$ cat config.mk
export PLATFORM = sky130hd
export DESIGN_NAME = spic_top
export DESIGN_NICKNAME = d
export VERILOG_FILES = /design/src/rtl/spic_pkg.sv /design/src/rtl/spic_regfile.sv /design/src/rtl/spic_group_arb.sv /design/src/rtl/spic_top.sv
export SDC_FILE = /design/constraint.sdc
export NUM_CORES = 1
export LEC_CHECK = 0
export ABC_AREA = 1
export BUFFER_PORTS_ARGS = -buffer_cell sky130_fd_sc_hd__buf_2
export CAP_MARGIN = 20
export CORE_MARGIN = 4
export CORE_UTILIZATION = 42
export CTS_BUF_LIST = sky130_fd_sc_hd__clkbuf_8
export CTS_CLUSTER_SIZE = 16
export DETAILED_ROUTE_END_ITERATION = 10
export PLACE_DENSITY_LB_ADDON = 0.08
export SETUP_SLACK_MARGIN = 0.05
export SYNTH_ARGS = -nofsm -noshare
export SYNTH_HDL_FRONTEND = slang
export SYNTH_SLANG_ARGS = --single-unit
$ cat constraint.sdc
create_clock -name clk -period 4.08 [get_ports clk]
set_input_delay 0.408 -clock clk [delete_from_list [all_inputs] [get_ports clk]]
set_output_delay 0.408 -clock clk [all_outputs]
set_load 0.05 [all_outputs]
$ cat src/rtl/spic_pkg.sv
package spic_pkg;

    localparam int DATA_W    = 32;
    localparam int ADDR_W    = 4;
    localparam int VEC_W     = 7;
    localparam int MEMB_W    = 3;
    localparam int GRP_SIZE  = 1 << MEMB_W;
    localparam int NUM_GRP   = 4;
    localparam int NUM_INT   = NUM_GRP * GRP_SIZE;
    localparam int NUM_EXT   = 8;
    localparam int EXT_BASE  = 16;
    localparam int INT_BASE  = 32;

    localparam logic [ADDR_W-1:0] A_CFG   = 4'd0;
    localparam logic [ADDR_W-1:0] A_IEN   = 4'd1;
    localparam logic [ADDR_W-1:0] A_EEN   = 4'd2;
    localparam logic [ADDR_W-1:0] A_SENSE = 4'd3;
    localparam logic [ADDR_W-1:0] A_PEND  = 4'd4;
    localparam logic [ADDR_W-1:0] A_VEC   = 4'd5;
    localparam logic [ADDR_W-1:0] A_PRIO  = 4'd8;

    localparam int OVR_LSB = 24;
    localparam int SENSE_TOP = 15;

    typedef enum logic [0:0] {
        ST_IDLE   = 1'b0,
        ST_ACTIVE = 1'b1
    } irq_state_e;

    // lowest bit of slot field p inside a group priority word
    function automatic int slot_lsb(input int p);
        return (p < 4) ? (20 + (3 - p) * 3) : (4 + (7 - p) * 3);
    endfunction

    // bits that hold slot fields
    function automatic logic [DATA_W-1:0] slot_keep();
        logic [DATA_W-1:0] w;
        w = '0;
        for (int p = 0; p < GRP_SIZE; p++)
            w[slot_lsb(p) +: MEMB_W] = '1;
        return w;
    endfunction

    // identity ordering: slot p holds member p
    function automatic logic [DATA_W-1:0] slot_identity();
        logic [DATA_W-1:0] w;
        w = '0;
        for (int p = 0; p < GRP_SIZE; p++)
            w[slot_lsb(p) +: MEMB_W] = MEMB_W'(p);
        return w;
    endfunction

endpackage

$ cat src/rtl/spic_regfile.sv
module spic_regfile
    import spic_pkg::*;
#(
    parameter int N_GRP = NUM_GRP,
    parameter int N_EXT = NUM_EXT
) (
    input  logic                    clk,
    input  logic                    rst_n,
    input  logic                    wr_en,
    input  logic [ADDR_W-1:0]       addr,
    input  logic [DATA_W-1:0]       wdata,
    output logic [DATA_W-1:0]       rdata,
    input  logic [N_EXT-1:0]        irq_ext_n,
    input  logic [VEC_W-1:0]        vec_q,
    output logic [DATA_W-1:0]       int_mask,
    output logic [N_EXT-1:0]        ext_en,
    output logic [N_EXT-1:0]        ext_pend,
    output logic [VEC_W-1:0]        ovr_vec,
    output logic [N_GRP-1:0][DATA_W-1:0] prio_word
);

    localparam logic [DATA_W-1:0] KEEP  = slot_keep();
    localparam logic [DATA_W-1:0] IDENT = slot_identity();

    logic [N_EXT-1:0] edge_sel;
    logic [N_EXT-1:0] ext_prev;
    logic [N_EXT-1:0] edge_flag;
    logic [N_EXT-1:0] edge_flag_d;
    logic [N_EXT-1:0] fall;
    logic             pend_wr;

    assign pend_wr = wr_en && (addr == A_PEND);
    assign fall    = ext_prev & ~irq_ext_n;

    always_comb begin
        for (int k = 0; k < N_EXT; k++) begin
            if (edge_sel[k])
                edge_flag_d[k] = (edge_flag[k] & ~(pend_wr & wdata[DATA_W-1-k])) | fall[k];
            else
                edge_flag_d[k] = 1'b0;
            ext_pend[k] = edge_sel[k] ? edge_flag[k] : ~irq_ext_n[k];
        end
    end

    always_ff @(posedge clk or negedge rst_n) begin
        if (!rst_n) begin
            ovr_vec   <= '0;
            int_mask  <= '0;
            ext_en    <= '0;
            edge_sel  <= '0;
            edge_flag <= '0;
            ext_prev  <= '1;
            for (int g = 0; g < N_GRP; g++)
                prio_word[g] <= IDENT;
        end else begin
            ext_prev  <= irq_ext_n;
            edge_flag <= edge_flag_d;
            if (wr_en) begin
                if (addr == A_CFG)
                    ovr_vec <= wdata[OVR_LSB +: VEC_W];
                if (addr == A_IEN)
                    int_mask <= wdata;
                for (int k = 0; k < N_EXT; k++) begin
                    if (addr == A_EEN)
                        ext_en[k] <= wdata[DATA_W-1-k];
                    if (addr == A_SENSE)
                        edge_sel[k] <= wdata[SENSE_TOP-k];
                end
                for (int g = 0; g < N_GRP; g++)
                    if (addr == A_PRIO + ADDR_W'(g))
                        prio_word[g] <= wdata & KEEP;
            end
        end
    end

    always_comb begin
        rdata = '0;
        case (addr)
            A_CFG:   rdata[OVR_LSB +: VEC_W] = ovr_vec;
            A_IEN:   rdata = int_mask;
            A_VEC:   rdata[VEC_W-1:0] = vec_q;
            default: rdata = '0;
        endcase
        for (int k = 0; k < N_EXT; k++) begin
            if (addr == A_EEN)   rdata[DATA_W-1-k] = ext_en[k];
            if (addr == A_SENSE) rdata[SENSE_TOP-k] = edge_sel[k];
            if (addr == A_PEND)  rdata[DATA_W-1-k] = ext_pend[k];
        end
        for (int g = 0; g < N_GRP; g++)
            if (addr == A_PRIO + ADDR_W'(g))
                rdata = prio_word[g];
    end

endmodule

$ cat src/rtl/spic_group_arb.sv
module spic_group_arb
    import spic_pkg::*;
#(
    parameter int MEMBERS = GRP_SIZE,
    localparam int MW     = $clog2(MEMBERS)
) (
    input  logic [MEMBERS-1:0] req,
    input  logic [DATA_W-1:0]  slots,
    output logic               hit,
    output logic [MW-1:0]      member
);

    logic [MEMBERS-1:0] listed;
    logic [MW-1:0]      code;

    always_comb begin
        listed = '0;
        hit    = 1'b0;
        member = '0;
        // slot scan: first slot whose member is requesting wins
        for (int p = 0; p < MEMBERS; p++) begin
            code = slots[slot_lsb(p) +: MW];
            listed[code] = 1'b1;
            if (!hit && req[code]) begin
                hit    = 1'b1;
                member = code;
            end
        end
        // members absent from every slot, ascending index
        for (int m = 0; m < MEMBERS; m++) begin
            if (!hit && req[m] && !listed[m]) begin
                hit    = 1'b1;
                member = MW'(m);
            end
        end
    end

endmodule

$ cat src/rtl/spic_top.sv
module spic_top
    import spic_pkg::*;
(
    input  logic              clk,
    input  logic              rst_n,
    input  logic              wr_en,
    input  logic [3:0]        addr,
    input  logic [31:0]       wdata,
    output logic [31:0]       rdata,
    input  logic [31:0]       irq_int_n,
    input  logic [7:0]        irq_ext_n,
    output logic [6:0]        vec_o,
    output logic              irq_o
);

    localparam int EXT_IW = $clog2(NUM_EXT);
    localparam int INT_IW = $clog2(NUM_INT);

    logic [DATA_W-1:0]              int_mask;
    logic [NUM_EXT-1:0]             ext_en;
    logic [NUM_EXT-1:0]             ext_pend;
    logic [VEC_W-1:0]               ovr_vec;
    logic [NUM_GRP-1:0][DATA_W-1:0] prio_word;
    logic [NUM_INT-1:0]             int_req;
    logic [NUM_EXT-1:0]             ext_req;
    logic [NUM_GRP-1:0]             grp_hit;
    logic [NUM_GRP-1:0][MEMB_W-1:0] grp_member;
    logic [VEC_W-1:0]               cand;
    logic [VEC_W-1:0]               vec_q;
    logic [VEC_W-1:0]               ovr_off_e;
    logic [VEC_W-1:0]               ovr_off_i;
    irq_state_e                     state_q;
    irq_state_e                     state_d;

    spic_regfile #(.N_GRP(NUM_GRP), .N_EXT(NUM_EXT)) u_regs (
        .clk       (clk),
        .rst_n     (rst_n),
        .wr_en     (wr_en),
        .addr      (addr),
        .wdata     (wdata),
        .rdata     (rdata),
        .irq_ext_n (irq_ext_n),
        .vec_q     (vec_q),
        .int_mask  (int_mask),
        .ext_en    (ext_en),
        .ext_pend  (ext_pend),
        .ovr_vec   (ovr_vec),
        .prio_word (prio_word)
    );

    always_comb begin
        for (int n = 0; n < NUM_INT; n++)
            int_req[n] = ~irq_int_n[n] & int_mask[DATA_W-1-n];
        for (int k = 0; k < NUM_EXT; k++)
            ext_req[k] = ext_pend[k] & ext_en[k];
    end

    for (genvar g = 0; g < NUM_GRP; g++) begin : g_grp
        spic_group_arb #(.MEMBERS(GRP_SIZE)) u_arb (
            .req    (int_req[g*GRP_SIZE +: GRP_SIZE]),
            .slots  (prio_word[g]),
            .hit    (grp_hit[g]),
            .member (grp_member[g])
        );
    end

    assign ovr_off_e = ovr_vec - VEC_W'(EXT_BASE);
    assign ovr_off_i = ovr_vec - VEC_W'(INT_BASE);

    // candidate: override, then pins, then groups A..D
    always_comb begin
        cand = '0;
        for (int g = NUM_GRP - 1; g >= 0; g--)
            if (grp_hit[g])
                cand = VEC_W'(INT_BASE + g * GRP_SIZE) + VEC_W'(grp_member[g]);
        for (int k = NUM_EXT - 1; k >= 0; k--)
            if (ext_req[k])
                cand = VEC_W'(EXT_BASE + k);
        if (ovr_vec >= VEC_W'(EXT_BASE) && ovr_vec < VEC_W'(EXT_BASE + NUM_EXT)
            && ext_req[ovr_off_e[EXT_IW-1:0]])
            cand = ovr_vec;
        if (ovr_vec >= VEC_W'(INT_BASE) && ovr_vec < VEC_W'(INT_BASE + NUM_INT)
            && int_req[ovr_off_i[INT_IW-1:0]])
            cand = ovr_vec;
    end

    // state transitions: T_RAISE and T_DROP
    always_comb begin
        state_d = state_q;
        unique case (state_q)
            ST_IDLE:   if (cand != '0) state_d = ST_ACTIVE;
            ST_ACTIVE: if (cand == '0) state_d = ST_IDLE;
        endcase
    end

    always_ff @(posedge clk or negedge rst_n) begin
        if (!rst_n) state_q <= ST_IDLE;
        else        state_q <= state_d;
    end

    always_ff @(posedge clk or negedge rst_n) begin
        if (!rst_n) vec_q <= '0;
        else        vec_q <= cand;
    end

    assign vec_o = vec_q;
    assign irq_o = (state_q == ST_ACTIVE);

endmodule

==> impl_metrics.sql <==
INSERT INTO impl_metrics (metric_group, metric, value, unit) VALUES
('timing', 'maxClockFrequency', '0.284', 'GHz'),
('yosys', 'synthesis.yosys.warnings', '0', ''),
('pwr', 'power.combinational.fraction', '43.3', '%'),
('layout', 'area_taken_by_flip_flops_and_latches', '4450', 'um2'),
('setup_path', 'critPathKind', 'reg2reg', ''),
('timing', 'worst_clock_skew', '17.9', 'ps'),
('timing', 'period_minus_slack', '3520', 'ps'),
('floorplanning', 'die_area', '33800', 'um2'),
('grt', 'gr-usage-met1', '49.4', '%'),
('grt', 'total_routing_resource_utilization_after_global_routing', '33.3', '%'),
('yosys', 'synthMuxAreaShare', '0', '%'),
('setup_path', 'cp_data_arrival_time', '3970', 'ps'),
('routing', 'detail_route.drc_violations', '0', ''),
('yosys', 'number_of_nets_in_the_synthesized_netlist', '2035', ''),
('pwr', 'netSwitchingPower', '3.68', 'mW'),
('setup_path', 'cp.required', '4530', 'ps'),
('routing', 'post_drt_wl_per_cell', '23.2', 'um'),
('pwr', 'max-vdd-ir-drop', '0.408', 'mV'),
('cts', 'worst_skew_pair.late_latency', '520', 'ps'),
('pwr', 'internal_power', '3.62', 'mW'),
('layout', 'most_frequent_cells_in_the_layout', '393 x nand2_1, 220 x o21ai_0, 217 x inv_1', ''),
('layout', 'fin_nets', '2128', ''),
('min_path', 'timing.hold.worst.class', 'in2reg', ''),
('timing', 'rsz_0062_raised_after_global_routing', 'false', ''),
('timing', 'slew-limit-headroom', '40.8', '%'),
('placement', 'place.detailed.hpwl', '43.0', 'mm'),
('cts', 'clk_path_buf_depth', '2', ''),
('yosys', 'netlist.top_cell.by_area', 'dfrtp_1', ''),
('yosys', 'synth.top_cells.by_area', 'dfrtp_1 23%, nand2_1 11%, dfstp_2 11%, o21ai_0 8.5%, inv_1 6.3%', ''),
('yosys', 'synthSimpleGateAreaFrac', '35.0', '%'),
('cts', 'cts-resized-gates', '0', ''),
('floorplanning', 'die_height', '184', 'um'),
('routing', 'detail_route.vias_per_cell', '5.97', ''),
('timing', 'worst_setup_slack_final', '558', 'ps'),
('cts', 'cts_max_level', '4', ''),
('setup_path', 'critical_path.endpoint_type', 'flip-flop', ''),
('cts', 'cts_tree', 'built', ''),
('floorplanning', 'floorplan.core_area', '30500', 'um2'),
('yosys', 'post_synth.cell_area_avg', '6.64', 'um2'),
('layout', 'layout.cells.most_common', 'nand2_1', ''),
('layout', 'area.growth.synth_to_final', '11.5', '%'),
('grt', 'via_count_of_the_first_global_routing_pass', '13300', ''),
('layout', 'multi_input_area', '7150', 'um2'),
('cts', 'clk_transition_reported_paths', '120', 'ps'),
('pwr', 'sw_frac_of_total', '50.4', '%'),
('yosys', 'synthCells', '1956', ''),
('yosys', 'ys_types', '59', ''),
('floorplanning', 'fp.dieW', '184', 'um'),
('grt', 'grt_remaining_overflow', '0', ''),
('run_status', 'outcome', 'finished clean', ''),
('yosys', 'synth.yosys.seq_area_share', '34.3', '%'),
('pwr', 'pwr-share-seq', '38.0', '%'),
('grt', 'grt_most_used_layer', 'met1', ''),
('floorplanning', 'placementRows', '64', ''),
('placement', 'worst_slack_placed', '615', 'ps'),
('setup_path', 'critical_path_source_type', 'flip-flop', ''),
('yosys', 'fraction_of_the_mapped_netlist_area_in_compound_gates', '20.0', '%'),
('grt', 'grt_first_pass_wirelength', '84.8', 'mm'),
('yosys', 'synth_xor_area_share', '0', '%'),
('pwr', 'power.clock.fraction', '18.7', '%'),
('flow_run', 'drv.max_cap_violation_count', '0', ''),
('timing', 'final_hold_viol_count', '0', ''),
('grt', 'use_met2', '47.6', '%'),
('yosys', 'synth_top_family_by_area', 'simple AND/OR/NAND/NOR gates', ''),
('yosys', 'synth_adder_area_share', '0', '%'),
('routing', 'dr_total_vias', '14700', ''),
('placement', 'globalplace.congestion', '1.03', ''),
('timing', 'fin_setup_tns', '0', 'ps'),
('routing', 'postRouteWirelength', '57.0', 'mm'),
('placement', 'io_buffers', '118', ''),
('routing', 'first_iter_violations', '1802', '');
[kinds of logic (layout without fill, tap and decap cells)]
kind of cell / after synthesis / after routing
buffers and inverters: 354 / 460
DFF: 175 / 175
other: 1 / 3
AOI/OAI and AO/OA: 444 / 444
and+or+nand+nor: 982 / 982
[power groups by stage]
stage	Clock, mW	Combinational, mW	Sequential (mW)
final	1.36	3.16	2.78
after global routing	1.46	3.49	2.83
after CTS	1.38	3.11	2.75
after detailed placement	0	3.10	2.78
after global placement	0	3.09	2.78
after floorplan	0	2.24	2.54
[sequential cells by signal (all words and copies together), names as in the netlist, 7 cells and up]
name,cells
u_regs.ovr_vec,7
vec_o,7
u_regs.int_mask,32
u_regs.edge_flag,8
u_regs.ext_en,8
u_regs.edge_sel,8
u_regs.ext_prev,8
u_regs.prio_word,96
[metrics by stage]
stage,power [mW],utilization [%],hold slack [ps],cells,instance area (um2)
after global routing,7.77,47.4,131,2459,14500
after CTS,7.24,47.4,128,2458,14500
final,7.30,47.4,149,2460,14500
after detailed placement,5.88,45.7,474,2417,13900
after floorplan,4.78,-,112,1956,13000
after global placement,5.86,45.7,466,2417,13900
[cell usage after synthesis (all sizes together)]
library cell and instances:
o41ai 10, or2 2, dfrtp 119, nor3b 3
nand2 405, o32ai 1, a41oi 5, o22ai 49
clkbuf 50, a31oi 7, o211ai 24, conb 1
a21oi 65, buf 32, o221ai 13, and3 1
clkinv 9, o311ai 1, dfstp 56, inv 263
a2111oi 1, a221o 1, o21ai 234, o31ai 4
nand3 159, o2111ai 10, a221oi 13, nor4b 1
and2 3, a2bb2oi 1, nor3 60, a22oi 4
nand3b 3, nor2b 1, nand4 81, nor2 228
a21o 1, nor4 35
[layer usage]
layer	share of wire, %	vias up
met4	4.8	0
met2	42	772
met3	8.6	134
met5	0	-
met1	45	6890
li1	-	6880
[critical path, stage by stage, from the launching register on]
cell and delay (ps):
dfstp_2 610, inv_1 170, nand3_1 150, nor2_1 70, a41oi_1 170, nand2_1 70, nor2_1 230, inv_1 130
nor2_4 170, nand2_2 80, nor2_2 120, nand4_2 120, nor2_4 150, nand2_2 90, nor2_4 190, o21ai_0 200
a31oi_1 350, o21ai_1 110, a21oi_1 140, o21ai_1 70, nand2_1 60
[worst paths after layout]
path / start / to / slack (ps) / cells after the start
setup / recovery: u_regs.prio_word[74]$_DFFE_PN1P_ / vec_o[1]$_DFF_PN0_ / 560 / 20
hold / removal: wdata[0] / u_regs.int_mask[0]$_DFFE_PN0P_ / 150 / 3
setup reg to reg: u_regs.prio_word[74]$_DFFE_PN1P_ / vec_o[1]$_DFF_PN0_ / 560 / 20
hold reg to reg: u_regs.int_mask[20]$_DFFE_PN0P_ / u_regs.int_mask[20]$_DFFE_PN0P_ / 500 / 2
max in group asynchronous: rst_n / u_regs.prio_word[76]$_DFFE_PN1P_ / 2630 / 3
min in group asynchronous: rst_n / u_regs.prio_word[54]$_DFFE_PN0P_ / 500 / 2
[repair_timing]
item                                   4_1_cts  5_1_grt
hold buffers                                 9        0
buffers inserted                             0        0
endpoints found under the hold margin       47        0
[area by class of cell]
type | instances | share of cell area (%)
clock buffers | 17 | 1.62
flip-flops and latches | 175 | 30.7
well taps | 396 | 3.42
clock inverters | 15 | 1.42
diodes | 2 | 0.0346
repair buffers | 156 | 6.34
multi-input cells | 1427 | 49.4
inverters | 272 | 7.05
Note: power is estimated with default switching activity, not from simulation.
